`config.mk`:
```
export PLATFORM = sky130hd
export DESIGN_NAME = pe_resv_ring
export DESIGN_NICKNAME = d
export VERILOG_FILES = /design/src/rtl/pe_resv_pkg.sv /design/src/rtl/prr_grp_slot.sv /design/src/rtl/prr_ring_regs.sv /design/src/rtl/pe_resv_ring.sv
export SDC_FILE = /design/constraint.sdc
export NUM_CORES = 1
export LEC_CHECK = 0
export ABC_CLOCK_PERIOD_IN_PS = 4300
export BUFFER_PORTS_ARGS = -buffer_cell sky130_fd_sc_hd__clkbuf_2
export CAP_MARGIN = 25
export CORE_ASPECT_RATIO = 1.75
export CORE_MARGIN = 2
export CORE_UTILIZATION = 61
export DETAILED_ROUTE_END_ITERATION = 7
export PLACE_DENSITY = 0.92
export SETUP_SLACK_MARGIN = 0.1
export SYNTH_ARGS = -nofsm -noshare
export SYNTH_HDL_FRONTEND = slang
export SYNTH_HIERARCHICAL = 1
export SYNTH_SLANG_ARGS = --single-unit
export TNS_END_PERCENT = 5
```
`constraint.sdc`:
```
create_clock -name clk -period 4.3 [get_ports clk]
set_input_delay 0.215 -clock clk [delete_from_list [all_inputs] [get_ports clk]]
set_output_delay 0.215 -clock clk [all_outputs]
set_load 0.02 [all_outputs]
```
`src/rtl/pe_resv_pkg.sv`:
```
package pe_resv_pkg;

  typedef enum logic [2:0] {
    OP_IDLE = 3'd0,
    OP_RSV  = 3'd1,
    OP_FILL = 3'd2,
    OP_CMT  = 3'd3,
    OP_LSQ  = 3'd4,
    OP_GSQ  = 3'd5
  } prr_op_e;

  // a + b modulo m, with a and b already below m
  function automatic int ring_add(input int a, input int b, input int m);
    int s;
    s = a + b;
    return (s >= m) ? s - m : s;
  endfunction

  // forward distance from a to b on a ring of size m
  function automatic int ring_dist(input int a, input int b, input int m);
    return (b >= a) ? b - a : b + m - a;
  endfunction

endpackage

```
`src/rtl/prr_grp_slot.sv`:
```
module prr_grp_slot #(
  parameter int PW = 4,
  parameter int SW = 2
) (
  input  logic          clk,
  input  logic          rst_n,
  input  logic          load,
  input  logic [PW-1:0] load_base,
  input  logic [SW-1:0] load_size,
  input  logic          fill_inc,
  input  logic          fill_rst,
  output logic [PW-1:0] base_q,
  output logic [SW-1:0] size_q,
  output logic [SW-1:0] fill_q
);
  logic [PW-1:0] base_d;
  logic [SW-1:0] size_d, fill_d;
  logic          en;

  always_comb begin
    en     = load | fill_inc | fill_rst;
    base_d = base_q;
    size_d = size_q;
    fill_d = fill_q;
    if (load) begin
      base_d = load_base;
      size_d = load_size;
      fill_d = SW'(1);
    end else if (fill_rst) begin
      fill_d = SW'(1);
    end else if (fill_inc) begin
      fill_d = fill_q + SW'(1);
    end
  end

  always_ff @(posedge clk or negedge rst_n) begin
    if (!rst_n) begin
      base_q <= '0;
      size_q <= '0;
      fill_q <= '0;
    end else if (en) begin
      base_q <= base_d;
      size_q <= size_d;
      fill_q <= fill_d;
    end
  end
endmodule

```
`src/rtl/prr_ring_regs.sv`:
```
module prr_ring_regs #(
  parameter int N_PE = 12,
  parameter int PW   = 4,
  parameter int CW   = 4,
  parameter int AW   = 3,
  parameter int GW   = 2
) (
  input  logic          clk,
  input  logic          rst_n,
  input  logic          en,
  input  logic [PW-1:0] head_d,
  input  logic [PW-1:0] tail_d,
  input  logic [CW-1:0] free_d,
  input  logic [AW-1:0] act_d,
  input  logic [GW-1:0] gh_d,
  input  logic [GW-1:0] gt_d,
  output logic [PW-1:0] head_q,
  output logic [PW-1:0] tail_q,
  output logic [CW-1:0] free_q,
  output logic [AW-1:0] act_q,
  output logic [GW-1:0] gh_q,
  output logic [GW-1:0] gt_q
);
  always_ff @(posedge clk or negedge rst_n) begin
    if (!rst_n) begin
      head_q <= '0;
      tail_q <= '0;
      free_q <= CW'(N_PE);
      act_q  <= '0;
      gh_q   <= '0;
      gt_q   <= '0;
    end else if (en) begin
      head_q <= head_d;
      tail_q <= tail_d;
      free_q <= free_d;
      act_q  <= act_d;
      gh_q   <= gh_d;
      gt_q   <= gt_d;
    end
  end
endmodule

```
`src/rtl/pe_resv_ring.sv`:
```
module pe_resv_ring #(
  parameter int N_PE  = 12,
  parameter int N_GRP = 4,
  localparam int MAX_SZ = N_PE / N_GRP,
  localparam int PW = $clog2(N_PE),
  localparam int CW = $clog2(N_PE + 1),
  localparam int SW = $clog2(MAX_SZ + 1),
  localparam int GW = $clog2(N_GRP),
  localparam int AW = $clog2(N_GRP + 1)
) (
  input  logic          clk,
  input  logic          rst_n,
  input  logic          rsv_req,
  input  logic [PW-1:0] rsv_size,
  output logic          rsv_grant,
  output logic [GW-1:0] rsv_gid,
  output logic [PW-1:0] rsv_base,
  input  logic          fill_req,
  input  logic [GW-1:0] fill_gid,
  output logic          fill_ok,
  output logic [PW-1:0] fill_slot,
  input  logic          commit_req,
  output logic          commit_ok,
  input  logic          lsq_req,
  input  logic [GW-1:0] lsq_gid,
  input  logic          gsq_req,
  input  logic [GW-1:0] gsq_gid,
  output logic [CW-1:0] free_cnt,
  output logic [AW-1:0] active_cnt,
  output logic [PW-1:0] head_ptr,
  output logic [PW-1:0] tail_ptr
);
  import pe_resv_pkg::*;

  logic [PW-1:0]    e_base [N_GRP];
  logic [SW-1:0]    e_size [N_GRP];
  logic [SW-1:0]    e_fill [N_GRP];
  logic [N_GRP-1:0] live;

  logic [PW-1:0] head_q, tail_q, head_d, tail_d;
  logic [CW-1:0] free_q, free_d;
  logic [AW-1:0] act_q, act_d;
  logic [GW-1:0] gh_q, gt_q, gh_d, gt_d;
  logic          lsq_hit, gsq_hit, upd;

  // per-group records and liveness (group i is live if it lies within act_q of the group head)
  for (genvar i = 0; i < N_GRP; i++) begin : g_grp
    assign live[i] = ring_dist(int'(gh_q), i, N_GRP) < int'(act_q);

    prr_grp_slot #(.PW(PW), .SW(SW)) u_slot (
      .clk       (clk),
      .rst_n     (rst_n),
      .load      (rsv_grant && (int'(gt_q) == i)),
      .load_base (tail_q),
      .load_size (SW'(rsv_size)),
      .fill_inc  (fill_ok && (int'(fill_gid) == i)),
      .fill_rst  (lsq_hit && (int'(lsq_gid) == i)),
      .base_q    (e_base[i]),
      .size_q    (e_size[i]),
      .fill_q    (e_fill[i])
    );
  end

  // request decode
  always_comb begin
    rsv_grant = rsv_req && !gsq_req && (rsv_size != '0)
                && (int'(rsv_size) <= MAX_SZ)
                && (int'(rsv_size) <= int'(free_q))
                && (int'(act_q) < N_GRP);
    commit_ok = commit_req && !gsq_req && (act_q != '0)
                && (e_fill[gh_q] == e_size[gh_q]);
    lsq_hit   = lsq_req && !gsq_req && live[lsq_gid];
    fill_ok   = fill_req && !gsq_req && live[fill_gid]
                && (e_fill[fill_gid] < e_size[fill_gid])
                && !(lsq_hit && (lsq_gid == fill_gid));
    gsq_hit   = gsq_req && live[gsq_gid];
    rsv_gid   = gt_q;
    rsv_base  = tail_q;
    fill_slot = PW'(ring_add(int'(e_base[fill_gid]), int'(e_fill[fill_gid]), N_PE));
  end

  // ring next state
  always_comb begin
    head_d = head_q;
    tail_d = tail_q;
    free_d = free_q;
    act_d  = act_q;
    gh_d   = gh_q;
    gt_d   = gt_q;
    upd    = gsq_hit || rsv_grant || commit_ok;
    if (gsq_hit) begin
      tail_d = e_base[gsq_gid];
      gt_d   = gsq_gid;
      act_d  = AW'(ring_dist(int'(gh_q), int'(gsq_gid), N_GRP));
      free_d = CW'(N_PE - ring_dist(int'(head_q), int'(e_base[gsq_gid]), N_PE));
    end else begin
      if (rsv_grant) begin
        tail_d = PW'(ring_add(int'(tail_q), int'(rsv_size), N_PE));
        gt_d   = GW'(ring_add(int'(gt_q), 1, N_GRP));
      end
      if (commit_ok) begin
        head_d = PW'(ring_add(int'(head_q), int'(e_size[gh_q]), N_PE));
        gh_d   = GW'(ring_add(int'(gh_q), 1, N_GRP));
      end
      act_d  = AW'(int'(act_q) + int'(rsv_grant) - int'(commit_ok));
      free_d = CW'(int'(free_q)
                   - (rsv_grant ? int'(rsv_size) : 0)
                   + (commit_ok ? int'(e_size[gh_q]) : 0));
    end
  end

  prr_ring_regs #(.N_PE(N_PE), .PW(PW), .CW(CW), .AW(AW), .GW(GW)) u_regs (
    .clk    (clk),
    .rst_n  (rst_n),
    .en     (upd),
    .head_d (head_d),
    .tail_d (tail_d),
    .free_d (free_d),
    .act_d  (act_d),
    .gh_d   (gh_d),
    .gt_d   (gt_d),
    .head_q (head_q),
    .tail_q (tail_q),
    .free_q (free_q),
    .act_q  (act_q),
    .gh_q   (gh_q),
    .gt_q   (gt_q)
  );

  assign free_cnt   = free_q;
  assign active_cnt = act_q;
  assign head_ptr   = head_q;
  assign tail_ptr   = tail_q;
endmodule

```
==> results by group <==
Status
  – Status: finished clean

Finish
  – Nets@finish: 558
  – Area of the multi-input gates: 0.003149 mm2
  – Fin util: 67.90%
  – Layout fillers: 527
  – FF/Latch Area: 0.001279 mm2
  – Area grow syn2layout: 7.319%
  – Share of cells above drive strength 1: 29.28%
  – Ant. Diodes: 0
  – Final Instance Area: 0.005174 mm2

Logic synthesis
  – Synth unique cells: 67
  – Syn Area/Cell: 10.62 um2
  – Adder-Cell Fraction of Synth Area: 16.35%
  – Multiplexer area fraction after synthesis: 20.32%
  – Cells after Synth: 454
  – FF+latch count, synth: 51
  – Most used standard cell by instance count after synthesis: inv_1
  – Xor and xnor area share after synthesis: 4.542%
  – Area contributors post-synth: dfrtp_1 (25%), ha_1 (12%), mux2_2 (7.9%), mux4_2 (6.1%), fa_1 (4.2%)
  – Post-synth ARST share: 100.0%
  – Post-synth EDFFs: 0
  – Synth Area in Compound Gates: 11.89%
  – Post-Syn Area: 0.004821 mm2
  – Post-synth top cells: inv_1 (53), dfrtp_1 (49), ha_1 (47)
  – Post-synth top area share: 25.43%
  – Synth warn: 6
  – Largest area contributor in the netlist: dfrtp_1
  – Largest family of logic cells by synthesized area: multiplexers
  – Top_reg_cell synth: dfrtp_1
  – Register area share after synthesis: 26.52%
  – Post-Syn Nets: 528
  – Post-synthesis simple-gate area fraction: 12.15%

Route
  – Final ANT Viol Nets: 0
  – DRT Wirelength: 11500 um
  – Average wire per standard cell: 20.07 um
  – Total number of vias: 3645
  – Pre-Repair DR Iteration Count: 4
  – # DRC: 0
  – Initial DRC Count: 195
  – Drt via density: 6.361

Clocking
  – Clk_lat worst skew: 0.30 ns
  – CTS tree: built
  – CTS clk-pin slew, worst paths: 0.07 ns
  – Post-CTS setup buffer count: 0
  – Hold buffer count at CTS: 0
  – CTS Buffer Depth: 2
  – Htree depth: 2
  – Num CTS Buffers: 5
  – Clock root buffer: clkbuf_16
  – PostCTS Resize Cnt: 0
  – Clock sinks: 51

Critical path
  – CP arrival: 3.94 ns
  – Crit path kind: reg -> reg
  – Worst Path Max Fanout: 13
  – Worst stage delay on the critical path: 0.74 ns
  – Crit path max-delay cell type: mux4_1
  – Critical path, cell by cell: mux4_1, xnor2_1, nand2_2, inv_1, ha_1, inv_1, ha_1, inv_1, fa_1, xnor2_1, xnor2_1, o21ai_0, mux2_2
  – Crit. End Element: flop
  – CP bufs+invs: 3
  – CP delay by family, top: multiplexers
  – Critical path launch point type: flop
  – Worst EP required: 4.49 ns

Floorplan
  – Die Y: 121.6 um
  – Ports: 45
  – Std-Cell Rows: 42
  – Die Wd: 71.20 um
  – Core footprint: 0.007620 mm2
  – Initial core utilization: 63.27%
  – Die area: 0.008658 mm2

Power and ir drop
  – PD cells: 625.7 mW/mm2
  – Maximum vdd drop: 0.0003019 V
  – P_leak: 2.402 nW

Timing
  – Setup violators final: 0
  – Layout Skew: 0.009140 ns
  – Worst-margin pin slew: 0.7261 ns
  – Max-slew violations: 0
  – Hold violation total from the final report: 0
  – TNS Setup: 0 ns
  – F_max: 0.2666 GHz
  – RSZ-0062 raised after global routing: no
  – Slew HR: 50.98%
  – Tmin final: 3.751 ns
  – Fin crit share: 87.24%

Global route
  – Largest net degree at the start of global routing: 52
  – Initial antenna violation count: 0
  – Global Route Usage Sum: 27.66%
  – Vias in the first global route: 3814
  – GR Overflow Total: 0
  – First-pass GRT wire length: 18500 um

Placed design
  – GP Congestion: 0.9168
  – I/O Buffers: 44
  – Detail Placement HPWL: 8761 um
  – Post-Place Cell Area: 0.004980 mm2

Worst hold path
  – Hold Crit Class: in -> async

Flow run
  – Max-capacitance violation count: 0
[report_power, final]
part,internal (mW),switching [mW]
combinational,0.908,1.02
clock,0.275,0.186
sequential,0.627,0.221
[worst register-to-register path, delay by kind of cell (launching register included)]
| kind | cells | cell delay [ns] |
|---|---|---|
| XOR/XNOR | 3 | 0.57 |
| flip-flops | 1 | 0.64 |
| buffers and inverters | 3 | 0.34 |
| multiplexers | 2 | 1.01 |
| AND/OR/NAND/NOR | 1 | 0.20 |
| adder cells (fa/ha/maj) | 3 | 0.81 |
| AO/OA/AOI/OAI | 1 | 0.08 |
[worst paths after layout]
path                       slack [ns]                         to                       from  cells after the start
max in group asynchronous        3.79  g_grp[1].u_slot/base_q[2]                      rst_n                      2
min in group clk                 0.27  g_grp[0].u_slot/size_q[0]                rsv_size[0]                      2
hold / removal                   0.04            u_regs/act_q[0]                      rst_n                      2
hold reg to reg                  0.53  g_grp[3].u_slot/base_q[1]  g_grp[3].u_slot/base_q[1]                      1
setup reg to reg                 0.55            u_regs/act_q[2]             u_regs/gh_q[0]                     13
setup / recovery                 0.55            u_regs/act_q[2]             u_regs/gh_q[0]                     13
[cell usage in the layout (no fill, tap or decap), types with 5 or more instances in the layout]
| cell type | netlist | final |
|---|---|---|
| o21ai_0 | 16 | 16 |
| inv_1 | 53 | 53 |
| nor3_1 | 6 | 6 |
| nor4_1 | 6 | 6 |
| nor2_1 | 13 | 13 |
| nor2b_1 | 5 | 5 |
| dfrtp_1 | 49 | 49 |
| xor2_1 | 7 | 7 |
| mux2_4 | 11 | 11 |
| a21o_1 | 7 | 7 |
| ha_1 | 47 | 47 |
| fa_1 | 10 | 10 |
| and2_1 | 7 | 7 |
| mux4_2 | 13 | 13 |
| mux2i_1 | 6 | 6 |
| a21oi_1 | 16 | 16 |
| clkbuf_16 | 0 | 5 |
| nand3b_1 | 6 | 6 |
| nand2b_4 | 5 | 5 |
| clkbuf_2 | 0 | 44 |
| mux2_2 | 34 | 34 |
| nand2_1 | 21 | 21 |
| xnor2_1 | 18 | 18 |
[stage by stage]
stage	hold slack [ns]	instances	power, mW	setup slack, ns
final	0.03762	573	3.237	0.5486
after CTS	0.06499	572	3.202	0.5446
after floorplan	-0.08059	454	2.302	1.020
after global routing	0.09801	573	3.474	0.2848
after detailed placement	0.3834	564	2.718	0.6592
after global placement	0.3613	564	2.591	0.7830
[flip-flops by register name (all words and copies together) (netlist names)]
register and count:
g_grp.u_slot/base_q 16, u_regs/act_q 3, u_regs/tail_q 4, u_regs/free_q 4, g_grp.u_slot/fill_q 8, u_regs/gt_q 2, u_regs/gh_q 2, g_grp.u_slot/size_q 8
u_regs/head_q 4
[routing by layer]
metal	part of all wire, %	global-route usage (%)	up-vias
met5	0	0	-
met4	5.4	15.80	0
li1	-	-	1660
met3	3.7	3.888	41
met1	35	29.40	1836
met2	55	50.87	108
[area by class of cell]
cell class,count,share of cell area [%]
well taps,88,2.128
repair buffers,48,5.224
inverters,53,3.845
clock inverters,2,0.7255
multi-input cells,325,60.87
clock buffers,6,2.491
flip-flops and latches,51,24.72
[cells by family after synthesis]
kind of cell               Yosys count
and+or+nand+nor                     96
other                                1
buffers and inverters               78
muxes                               67
AOI/OAI and AO/OA                   79
DFF                                 51
xor gates and xnor gates            25
adders and majority gates           57
Note: power is estimated with default switching activity, not from simulation.
